$ cat config.mk
export PLATFORM = sky130hd
export DESIGN_NAME = irq_prio_ctrl
export DESIGN_NICKNAME = d
export VERILOG_FILES = /design/src/rtl/irqp_pkg.sv /design/src/rtl/irqp_filter.sv /design/src/rtl/irqp_pending.sv /design/src/rtl/irqp_arbiter.sv /design/src/rtl/irq_prio_ctrl.sv
export SDC_FILE = /design/constraint.sdc
export NUM_CORES = 1
export LEC_CHECK = 0
export BUFFER_PORTS_ARGS = -buffer_cell sky130_fd_sc_hd__buf_2
export CAP_MARGIN = 20
export CORE_AREA = 2 2 100 102
export CTS_BUF_LIST = sky130_fd_sc_hd__clkbuf_16
export DETAILED_ROUTE_END_ITERATION = 12
export DIE_AREA = 0 0 102 104
export PLACE_DENSITY = 0.76
export SLEW_MARGIN = 15
export SYNTH_ARGS = -nofsm -noshare
export SYNTH_HDL_FRONTEND = slang
export SYNTH_SLANG_ARGS = --single-unit
$ cat constraint.sdc
create_clock -name clk -period 33.5 [get_ports clk]
set_clock_uncertainty 0.15 [all_clocks]
set_input_delay 10.05 -clock clk [delete_from_list [all_inputs] [get_ports clk]]
set_output_delay 10.05 -clock clk [all_outputs]
set_load 0.02 [all_outputs]
$ cat src/rtl/irqp_pkg.sv
package irqp_pkg;
    typedef enum logic [1:0] {
        SENSE_LOW  = 2'b00,
        SENSE_HIGH = 2'b01,
        SENSE_FALL = 2'b10,
        SENSE_RISE = 2'b11
    } sense_e;

    typedef enum logic [1:0] {
        PND_IDLE  = 2'd0,
        PND_SET   = 2'd1,
        PND_ARMED = 2'd2
    } pend_e;
endpackage

$ cat src/rtl/irqp_filter.sv
module irqp_filter #(
    parameter int  SYNC_LEN = 3,
    parameter logic RST_LVL = 1'b1
) (
    input  logic clk,
    input  logic rst_n,
    input  logic pin,
    output logic lvl,
    output logic chg,
    output logic new_lvl
);
    logic [SYNC_LEN-1:0] s_q;
    logic                lvl_q;
    logic                held;

    // the last two synchronized samples agree: the level has been held two clocks
    assign held    = (s_q[SYNC_LEN-1] == s_q[SYNC_LEN-2]);
    assign new_lvl = s_q[SYNC_LEN-2];
    assign chg     = held && (new_lvl != lvl_q);
    assign lvl     = lvl_q;

    always_ff @(posedge clk or negedge rst_n) begin
        if (!rst_n) begin
            s_q   <= {SYNC_LEN{RST_LVL}};
            lvl_q <= RST_LVL;
        end else begin
            s_q <= {s_q[SYNC_LEN-2:0], pin};
            if (chg) lvl_q <= new_lvl;
        end
    end
endmodule

$ cat src/rtl/irqp_pending.sv
module irqp_pending
    import irqp_pkg::*;
(
    input  logic   clk,
    input  logic   rst_n,
    input  sense_e mode,
    input  logic   lvl,
    input  logic   chg,
    input  logic   new_lvl,
    input  logic   rd_strobe,
    input  logic   clr_strobe,
    output logic   active,
    output logic   held
);
    pend_e state_q, state_d;
    logic  edge_hit;
    logic  level_hit;
    logic  edge_mode;

    assign edge_mode = mode[1];
    assign edge_hit  = chg && ((mode == SENSE_RISE && new_lvl) || (mode == SENSE_FALL && !new_lvl));
    assign level_hit = (mode == SENSE_HIGH) ? lvl : !lvl;

    always_ff @(posedge clk or negedge rst_n) begin
        if (!rst_n) state_q <= PND_IDLE;
        else        state_q <= state_d;
    end

    always_comb begin
        state_d = state_q;
        unique case (state_q)
            PND_IDLE:  if (edge_hit) state_d = PND_SET;
            PND_SET:   if (rd_strobe) state_d = PND_ARMED;
            PND_ARMED: if (clr_strobe) state_d = edge_hit ? PND_SET : PND_IDLE;
            default:   state_d = PND_IDLE;
        endcase
    end

    always_comb begin
        held   = (state_q != PND_IDLE);
        active = edge_mode ? held : (mode == SENSE_LOW || mode == SENSE_HIGH) && level_hit;
    end

    assert_set_not_cleared_R4: assert property (@(posedge clk) disable iff (!rst_n)
        (state_q == PND_SET) |=> (state_q != PND_IDLE));
    assert_arm_needs_read_R4: assert property (@(posedge clk) disable iff (!rst_n)
        (state_q == PND_SET && !rd_strobe) |=> (state_q == PND_SET));
    assert_level_no_latch_R5: assert property (@(posedge clk) disable iff (!rst_n)
        (state_q == PND_IDLE && !edge_mode) |=> (state_q == PND_IDLE));
endmodule

$ cat src/rtl/irqp_arbiter.sv
module irqp_arbiter #(
    parameter int N_SRC  = 6,
    parameter int N_WAKE = 5,
    parameter int PW     = 4,
    parameter int SW     = 3
) (
    input  logic [N_SRC-1:0]         active,
    input  logic [N_SRC-1:0][PW-1:0] prio,
    input  logic [PW-1:0]            mask,
    input  logic                     wake_en,
    output logic                     irq_req,
    output logic [SW-1:0]            irq_src,
    output logic [PW-1:0]            irq_lvl,
    output logic                     wake
);
    logic [N_WAKE-1:0] wake_hit;

    // strict compare keeps the lower-numbered input on a tie; priority 0 never wins
    always_comb begin
        irq_lvl = '0;
        irq_src = '0;
        for (int i = 0; i < N_SRC; i++) begin
            if (active[i] && prio[i] > irq_lvl) begin
                irq_lvl = prio[i];
                irq_src = SW'(i);
            end
        end
    end

    assign irq_req = (irq_lvl > mask);

    for (genvar g = 0; g < N_WAKE; g++) begin : g_wake
        assign wake_hit[g] = active[g] && (prio[g] > mask);
    end

    assign wake = wake_en && (|wake_hit);
endmodule

$ cat src/rtl/irq_prio_ctrl.sv
module irq_prio_ctrl
    import irqp_pkg::*;
#(
    parameter int N_SRC  = 6,
    parameter int N_WAKE = 5,
    parameter int PW     = 4,
    parameter int DW     = 16,
    parameter int AW     = 2
) (
    input  logic             clk,
    input  logic             rst_n,
    input  logic [5:0]       irq_pin,
    input  logic [AW-1:0]    bus_addr,
    input  logic             bus_wr,
    input  logic             bus_rd,
    input  logic [DW-1:0]    bus_wdata,
    output logic [DW-1:0]    bus_rdata,
    input  logic [PW-1:0]    cpu_mask,
    input  logic             wake_en,
    input  logic             ack_valid,
    input  logic [2:0]       ack_src,
    output logic             irq_req,
    output logic [2:0]       irq_src,
    output logic [PW-1:0]    irq_lvl,
    output logic             wake
);
    localparam int SW       = $clog2(N_SRC);
    localparam int PER_REG  = DW / PW;
    localparam int N_PREG   = (N_SRC + PER_REG - 1) / PER_REG;
    localparam int REQ_ADDR = N_PREG + 1;
    localparam int SNS_W    = 2 * N_SRC;

    logic [SNS_W-1:0]          sense_q;
    logic [N_SRC-1:0][PW-1:0]  prio_q;
    logic [N_SRC-1:0]          act_vec;
    logic [N_SRC-1:0]          pend_vec;
    logic                      req_rd;
    logic                      req_wr;

    assign req_rd = bus_rd && (bus_addr == AW'(REQ_ADDR));
    assign req_wr = bus_wr && (bus_addr == AW'(REQ_ADDR));

    always_ff @(posedge clk or negedge rst_n) begin
        if (!rst_n) begin
            sense_q <= '0;
            prio_q  <= '0;
        end else if (bus_wr) begin
            if (bus_addr == AW'(0)) sense_q <= bus_wdata[SNS_W-1:0];
            for (int i = 0; i < N_SRC; i++) begin
                if (bus_addr == AW'(1 + i / PER_REG))
                    prio_q[i] <= bus_wdata[(i % PER_REG) * PW +: PW];
            end
        end
    end

    always_comb begin
        bus_rdata = '0;
        if (bus_addr == AW'(0)) begin
            bus_rdata[SNS_W-1:0] = sense_q;
        end else if (bus_addr == AW'(REQ_ADDR)) begin
            bus_rdata[N_SRC-1:0] = act_vec;
        end else begin
            for (int i = 0; i < N_SRC; i++) begin
                if (bus_addr == AW'(1 + i / PER_REG))
                    bus_rdata[(i % PER_REG) * PW +: PW] = prio_q[i];
            end
        end
    end

    for (genvar g = 0; g < N_SRC; g++) begin : g_src
        logic f_lvl, f_chg, f_new;

        irqp_filter #(.SYNC_LEN(3), .RST_LVL(1'b1)) u_filt (
            .clk     (clk),
            .rst_n   (rst_n),
            .pin     (irq_pin[g]),
            .lvl     (f_lvl),
            .chg     (f_chg),
            .new_lvl (f_new)
        );

        irqp_pending u_pend (
            .clk        (clk),
            .rst_n      (rst_n),
            .mode       (sense_e'(sense_q[2*g +: 2])),
            .lvl        (f_lvl),
            .chg        (f_chg),
            .new_lvl    (f_new),
            .rd_strobe  (req_rd),
            .clr_strobe (req_wr && !bus_wdata[g]),
            .active     (act_vec[g]),
            .held       (pend_vec[g])
        );
    end

    irqp_arbiter #(.N_SRC(N_SRC), .N_WAKE(N_WAKE), .PW(PW), .SW(SW)) u_arb (
        .active  (act_vec),
        .prio    (prio_q),
        .mask    (cpu_mask),
        .wake_en (wake_en),
        .irq_req (irq_req),
        .irq_src (irq_src),
        .irq_lvl (irq_lvl),
        .wake    (wake)
    );

    assert_req_above_mask_R8: assert property (@(posedge clk) disable iff (!rst_n)
        irq_req |-> (irq_lvl > cpu_mask));
    assert_winner_active_R7: assert property (@(posedge clk) disable iff (!rst_n)
        irq_req |-> act_vec[irq_src]);
    assert_wake_gate_R9: assert property (@(posedge clk) disable iff (!rst_n)
        wake |-> (wake_en && (|act_vec[N_WAKE-1:0])));
    assert_ack_keeps_flags_R10: assert property (@(posedge clk) disable iff (!rst_n)
        (ack_valid && ack_src < 3'(N_SRC) && !req_wr) |=> ((pend_vec & $past(pend_vec)) == $past(pend_vec)));
endmodule

==> results of run 1 <==
-- critical path, stage by stage --
cell	delay (ps)
buf_2	100
inv_1	230
ha_1	310
nor2b_1	130
o21ai_0	150
nand2b_1	70
a21oi_1	160
o22ai_1	120
o31a_1	260
buf_2	160
-- power by group --
part | internal [uW] | switching (uW)
Clock | 56.4 | 33.9
Sequential | 104 | 21.1
Combinational | 127 | 173
Total | 287 | 228
-- synth_stat cells (2+ instances only) --
cell type	instances	share of area, %
o211ai_2	2	0.53
nand2b_1	6	0.80
o31a_1	2	0.37
and2_1	5	0.67
nand4b_1	2	0.37
xor2_1	5	0.93
dfstp_2	24	13
or2_1	3	0.40
nand3_1	6	0.64
a211oi_1	6	0.96
a21oi_1	20	2.1
mux4_2	5	2.4
mux2i_1	11	2.3
nor2_1	20	1.6
a22oi_1	3	0.48
inv_1	26	2.1
nor4b_1	4	0.74
o21ba_1	2	0.43
a31oi_1	5	0.67
o22ai_1	7	0.93
or4b_2	2	0.43
nor3b_1	7	1.1
buf_6	2	0.48
nand2_1	45	3.6
and3_1	2	0.27
clkbuf_1	6	0.48
dfrtp_1	48	26
maj3_1	6	1.3
o21a_1	5	0.80
o221a_2	2	0.48
a311oi_1	2	0.37
a2111oi_0	2	0.37
o21ai_0	41	4.4
ha_1	41	11
mux2_2	34	8.1
nand4_1	6	0.80
nor2b_1	18	2.4
xnor2_1	2	0.37
-- logic make-up (layout without fill, tap and decap cells) --
family | Yosys count | in the layout | share of synthesized area [%]
AND/OR/NAND/NOR | 129 | 129 | 14.3
AO/OA/AOI/OAI | 115 | 115 | 16.3
multiplexers | 52 | 52 | 13.8
adder cells (fa/ha/maj) | 47 | 47 | 12.2
flip-flops | 72 | 72 | 38.9
XOR/XNOR | 7 | 7 | 1.30
buffers and inverters | 36 | 102 | 3.22
-- through the flow --
step	area [um^2]	worst slack, ps	hold slack [ps]	instances
floorplan	4700	11960	195	458
global placement	5120	11620	196	640
detailed placement	5130	11570	197	641
CTS	5410	11570	205	657
global route	5410	11420	209	657
finish	5410	11560	204	657
-- cells in the final DEF (no fill, tap or decap), types with 7 or more instances in the layout --
cell	count
mux2_2	34
inv_1	29
o22ai_1	7
o21ai_0	41
nor2_1	20
clkbuf_16	9
buf_2	57
mux2i_1	11
a21oi_1	20
dfrtp_1	48
nor2b_1	18
ha_1	41
dfstp_2	24
nand2_1	45
-- metal layers --
| metal | vias up | track usage (%) | routed length, um |
|---|---|---|---|
| li1 | 1811 | - | - |
| met1 | 1888 | 30.2 | 4940 |
| met2 | 122 | 36.6 | 5620 |
| met3 | 26 | 5.58 | 737 |
| met4 | 0 | 8.29 | 312 |
| met5 | - | 0 | 0 |
-- sequential cells by signal, indices dropped and copies added (netlist names) --
name	cells
g_src.u_filt.lvl	6
g_src.u_filt.s_q	18
g_src.u_pend.state_q	12
prio_q	24
sense_q	12
-- final timing paths --
kind                                                   end  slack [ps]  cells past startpoint                    from
worst max-delay path                                  wake       11560                     10             cpu_mask[1]
max in group asynchronous       g_src[2].u_pend.state_q[1]       22850                      2                   rst_n
min in group asynchronous                      sense_q[10]        9780                      2                   rst_n
worst min-delay path                g_src[1].u_filt.s_q[1]         200                      0  g_src[1].u_filt.s_q[0]
worst min register to register      g_src[1].u_filt.s_q[1]         200                      0  g_src[1].u_filt.s_q[0]
worst max register to register  g_src[2].u_pend.state_q[0]       31610                      4     g_src[2].u_filt.lvl
-- cell type report --
class | instances | area (um^2)
clock buffer | 9 | 225
inverter | 26 | 97.6
timing repair buffer | 60 | 308
multi-input combinational | 350 | 2730
clock inverter | 7 | 58.8
fill | 841 | 4140
tap | 133 | 166
sequential | 72 | 1830
==> flow_summary.toml, run 1 <==
[clock_network]
clock_path_buffers = 2
clk_pin_slew_ps = 50
clk_latency_ps = 330
cts_setup_buffers = 0
cts_buffers = 9
cts_resized = 0
cts_sinks = 72
tritoncts = "yes"
cts-root-buf = "clkbuf_16"
h-tree-depth = 3
cts_hold_buffers = 0

[worst_setup_path]
cp-end-kind = "output port"
cp_max_fo = 6
critPathRequiredTime_ps = 23300
worst-setup-path-type = "in2out"
arrival_ps = 11740
worstSetupStartpointType = "input pin"

[cells_and_area]
drive_gt1_share_pct = 29.2
diodes = 0
post-route-util_pct = 56.7
nets = 597
area_growth_pct = 15.1

[floorplanning]
die-area_um2 = 10600
start_util_pct = 49.3
die_width_um = 102
placeableCoreArea_um2 = 9550
die_h_um = 104
io_pins = 62
rows = 36

[timing]
tns_ps = 0
fin_crit_sh_pct = 65.5
rsz0062_at_grt = "no"
slew_viol_final = 0
max_freq_mhz = 45.6
hold_violations = 0
slew_headroom_pct = 40.9
setup_viol_count_final = 0
fin_crit_ps = 21940
tightest_slew_ps = 886

[power]
p_leak_uw = 0.00243
fin_total_pwr_uw = 515
peakVddDrop_v = 0.0000808
p_per_area_nw_per_um2 = 95.2

[global_route]
grt_use_total_pct = 22.9
antenna_found_initial = 0
grt_pass1_wl_um = 19100
first_global_vias = 3898
grt_max_degree = 73
overflow = 0

[run_status]
outcome = "finished, final reports clean"

[synthesis]
avgSynthCellArea_um2 = 10.3
synth_nets = 536
yosysUniqueCellTypes = 61
synth-edff-count = 0
synth_seq_cells = 72
synth_area_um2 = 4700
ys.flop_type = "dfrtp_1"
syn_inst = 458
synth_warnings = 0
async_reset_ff_share_pct = 100
ys_seq_area_share_pct = 38.9

[detailed_routing]
antenna_left = 0
drt-pass1-iter-count = 4
viasPerCell = 5.86
wl_um = 11600
first_iter_violations = 244
vias = 3847
wl_per_cell_um = 17.7
drcViolationCount = 0

[job]
maxCapViolations = 0

[placed_design]
port_buffers = 57
post-dp-hpwl_um = 8750
gp_congestion = 0.924

[min_path]
min_path_type = "reg2reg"
Power figures use the tool's default switching activity.
==> run 2: changes to the inputs <==
clock period = 20.6 ns   (was 33.5 ns; I/O delays follow)
==> flow_summary.toml, run 2 (synthesized netlist as in run 1, its figures left out) <==
[timing]
setup_viol_count_final = 0
tightest_slew_ps = 880
fin_crit_sh_pct = 84.3
fin_crit_ps = 17370
hold_ws_ps = 204
slew_viol_final = 0
hold_violations = 0
tns_ps = 0
slew_headroom_pct = 41.4
rsz0062_at_grt = "no"
max_freq_mhz = 57.6

[clock_network]
cts-root-buf = "clkbuf_16"
h-tree-depth = 3
cts_sinks = 72
tritoncts = "yes"
cts_resized = 0
cts_hold_buffers = 0
clk_pin_slew_ps = 60
cts_buffers = 9
clk_latency_ps = 330
clock_path_buffers = 2
cts_setup_buffers = 0

[detailed_routing]
drt-pass1-iter-count = 5
wl_um = 11900
viasPerCell = 5.88
wl_per_cell_um = 18.1
drcViolationCount = 0
first_iter_violations = 240
vias = 3866
antenna_left = 0

[global_route]
first_global_vias = 3859
antenna_found_initial = 0
grt_max_degree = 73
grt_use_total_pct = 23.4
overflow = 0
met1_usage_pct = 31.5
grt_pass1_wl_um = 19300
gr-usage-met2_pct = 37.9
grt-busiest-layer = "met2"
use_met3_pct = 4.64

[worst_setup_path]
cp_slowest_cell = "o211ai_1"
timing.reg2reg.worst_path_depth = 4
arrival_ps = 11040
critPathRequiredTime_ps = 14270
slowest_delay_ps = 680
rrSetupSlack_ps = 18690
endpoint = "irq_req"
reg2reg_to = "g_src[3].u_pend.state_q[0]"
worstSetupStartpointType = "flip-flop"
reg2reg_from = "g_src[3].u_filt.lvl"
cp-startpoint = "g_src[0].u_filt.lvl"
cp_max_fo = 14
cp-end-kind = "output port"
worst-setup-path-type = "reg2out"

[placed_design]
post-dp-hpwl_um = 8820
port_buffers = 57
place_inst = 641
gp_congestion = 0.929

[cells_and_area]
post-route-util_pct = 57.0
diodes = 0
fin_cells = 657
final_common_cell = "buf_2"
top_register = "prio_q"
nets = 597
area_growth_pct = 15.7
final_cell_mix = "buf_2, dfrtp_1, nand2_1"
largest_reg_flops = 24
reg_top3 = "prio_q (24), g_src.u_filt.s_q (18)"
drive_gt1_share_pct = 29.6

[floorplanning]
die_width_um = 102
io_pins = 62
die-area_um2 = 10600
placeableCoreArea_um2 = 9550
rows = 36
die_h_um = 104
start_util_pct = 49.3

[power]
peakVddDrop_v = 0.000149
p_per_area_nw_per_um2 = 157
p_leak_uw = 0.00244

[job]
maxCapViolations = 0

[run_status]
outcome = "finished, final reports clean"

[min_path]
min_path_type = "reg2reg"
## run 2: cell types whose count changed in the layout (fill, tap and decap cells not counted)
cell	before	now
bufinv_16	1	2
clkinvlp_4	1	2
inv_1	29	27
## run 2: worst min-delay path by stage
stage | endpoint | depth (start not counted) | start
3_3_place_gp | g_src[1].u_filt.s_q[1] | 0 | g_src[1].u_filt.s_q[0]
6_report | g_src[3].u_filt.s_q[1] | 0 | g_src[3].u_filt.s_q[0]
4_1_cts | g_src[3].u_filt.s_q[1] | 0 | g_src[3].u_filt.s_q[0]
5_1_grt | g_src[3].u_filt.s_q[1] | 0 | g_src[3].u_filt.s_q[0]
2_1_floorplan | g_src[0].u_filt.s_q[1] | 0 | g_src[0].u_filt.s_q[0]
3_5_place_dp | g_src[3].u_filt.s_q[1] | 0 | g_src[3].u_filt.s_q[0]
## run 2: worst max-delay path, delay by kind of cell (launching register included)
family / cells / cell delay, ps
buf+inv: 3 / 330
compound gates: 24 / 5040
flops: 1 / 560
simple gates: 14 / 1780
xor+xnor: 1 / 70
mux: 3 / 1160
fa+ha+maj: 6 / 1760
## run 2: through the flow
stage | total power [uW] | setup slack [ps] | instance area [um^2]
after global routing | 920 | 2210 | 5440
final | 855 | 3230 | 5440
after floorplan | 566 | 5470 | 4700
after global placement | 663 | 4060 | 5120
after CTS | 854 | 3360 | 5440
after detailed placement | 685 | 3800 | 5130
## run 2: layer usage
metal  up-vias  part of all wire (%)  wire [um]
met5         -                     0          0
met4         0                   1.8        211
met3        17                   6.5        779
met2       118                    49       5890
met1      1930                    42       5020
li1       1801                     -          -
## run 2: final cells by class
type	count	area, um^2
tap	133	166
timing repair buffer	60	308
clock buffer	9	225
fill	862	4110
inverter	26	97.6
sequential	72	1830
clock inverter	7	88.8
multi-input combinational	350	2730
## run 2: power breakdown
part	internal (uW)	switching, uW
combinational	206	282
sequential	169	34.5
clock	105	58.2
total	480	375
==> run 3: changes to the inputs <==
clock period = 17.7 ns   (was 20.6 ns; I/O delays follow)
==> flow_summary.toml, run 3 (synthesized netlist as in run 1, its figures left out) <==
[cells_and_area]
drive_gt1_share_pct = 29.4
nets = 597
final_common_cell = "buf_2"
post-route-util_pct = 56.7
fillers = 861
final_cell_mix = "buf_2, dfrtp_1, nand2_1"
largest_reg_flops = 24
reg_top3 = "prio_q (24), g_src.u_filt.s_q (18)"
diodes = 0
area_growth_pct = 15.2
top_register = "prio_q"

[min_path]
min_path_type = "reg2reg"

[global_route]
antenna_found_initial = 0
grt_use_total_pct = 22.8
first_global_vias = 3851
grt_max_degree = 73
overflow = 0
grt_pass1_wl_um = 18700

[floorplanning]
die_width_um = 102
die_h_um = 104
io_pins = 62
die-area_um2 = 10600
placeableCoreArea_um2 = 9550
start_util_pct = 49.3
rows = 36

[detailed_routing]
wl_per_cell_um = 17.6
drt-pass1-iter-count = 4
viasPerCell = 5.79
wl_um = 11600
drcViolationCount = 0
antenna_left = 0
vias = 3803
first_iter_violations = 262

[worst_setup_path]
reg2reg_to = "g_src[2].u_pend.state_q[0]"
cp_slowest_cell = "o211ai_1"
cp-startpoint = "g_src[0].u_filt.lvl"
timing.reg2reg.worst_path_depth = 4
cp_max_fo = 14
endpoint = "irq_req"
cp-end-kind = "output port"
rrSetupSlack_ps = 15790
reg2reg_from = "g_src[2].u_filt.lvl"
critPathRequiredTime_ps = 12240
arrival_ps = 11020
slowest_delay_ps = 690
worst-setup-path-type = "reg2out"
worstSetupStartpointType = "flip-flop"

[timing]
fin_crit_ps = 16480
setup_viol_count_final = 0
slew_viol_final = 0
slew_headroom_pct = 41.9
max_freq_mhz = 60.7
hold_violations = 0
tightest_slew_ps = 868
rsz0062_at_grt = "no"
finalWorstSetupSlack_ps = 1220
tns_ps = 0
fin_crit_sh_pct = 93.1

[power]
peakVddDrop_v = 0.000149
p_per_area_nw_per_um2 = 180
p_leak_uw = 0.00242

[clock_network]
cts_hold_buffers = 0
cts-root-buf = "clkbuf_16"
h-tree-depth = 3
cts_resized = 0
clk_latency_ps = 330
tritoncts = "yes"
cts_buffers = 9
clk_pin_slew_ps = 60
cts_sinks = 72
clock_path_buffers = 2
cts_setup_buffers = 0

[placed_design]
dpl_worst_slack_ps = 1880
post-dp-hpwl_um = 8890
gp_congestion = 0.924
port_buffers = 57

[job]
maxCapViolations = 0

[run_status]
outcome = "finished, final reports clean"
[run 3: cell types whose count changed in the layout (fill, tap and decap cells not counted), sizes merged]
| cell | before | now |
|---|---|---|
| bufinv | 2 | 1 |
| clkinv | 2 | 4 |
| inv | 27 | 26 |
[run 3: power breakdown]
part	switching [uW]	leakage (uW)	internal, uW
logic	327	0.00145	240
clock network	66.1	0.000136	107
registers	39.5	0.000839	196
[run 3: worst max-delay path: cells and delay by family, from the launching register on]
kind / cells / cell delay (ps)
DFF: 1 / 570
muxes: 3 / 1090
adders and majority gates: 6 / 1750
buffers and inverters: 3 / 320
and+or+nand+nor: 13 / 1680
xor gates and xnor gates: 1 / 70
AOI/OAI and AO/OA: 24 / 5160
[run 3: through the flow]
stage / hold WS [ps] / instance area, um^2 / power (uW) / cells
global route: 207 / 5420 / 1050 / 657
global placement: 196 / 5120 / 772 / 640
floorplan: 195 / 4700 / 659 / 458
finish: 206 / 5420 / 976 / 657
CTS: 206 / 5420 / 977 / 657
detailed placement: 197 / 5130 / 799 / 641
[run 3: worst min-delay path by stage]
stage | depth (start not counted) | slack, ps | from | endpoint
5_1_grt | 0 | 210 | g_src[3].u_filt.s_q[0] | g_src[3].u_filt.s_q[1]
2_1_floorplan | 0 | 200 | g_src[0].u_filt.s_q[0] | g_src[0].u_filt.s_q[1]
4_1_cts | 0 | 210 | g_src[1].u_filt.s_q[0] | g_src[1].u_filt.s_q[1]
6_report | 0 | 210 | g_src[3].u_filt.s_q[0] | g_src[3].u_filt.s_q[1]
3_5_place_dp | 0 | 200 | g_src[1].u_filt.s_q[0] | g_src[1].u_filt.s_q[1]
3_3_place_gp | 0 | 200 | g_src[1].u_filt.s_q[0] | g_src[1].u_filt.s_q[1]
[run 3: layout make-up]
class	instances	area, um^2	area share, %
clock buffers	9	225	4.16
clock inverters	7	62.6	1.16
inverters	26	97.6	1.80
multi-input cells	350	2730	50.3
flip-flops and latches	72	1830	33.8
well taps	133	166	3.07
repair buffers	60	308	5.68
[run 3: layer usage]
metal  vias to the layer above  global-route usage (%)  share of wire, %
met5                         -                       0                 0
met4                         0                    10.2               2.8
met3                        29                    5.51               5.8
met2                       107                    36.4                49
met1                      1867                    29.1                43
li1                       1800                       -                 -
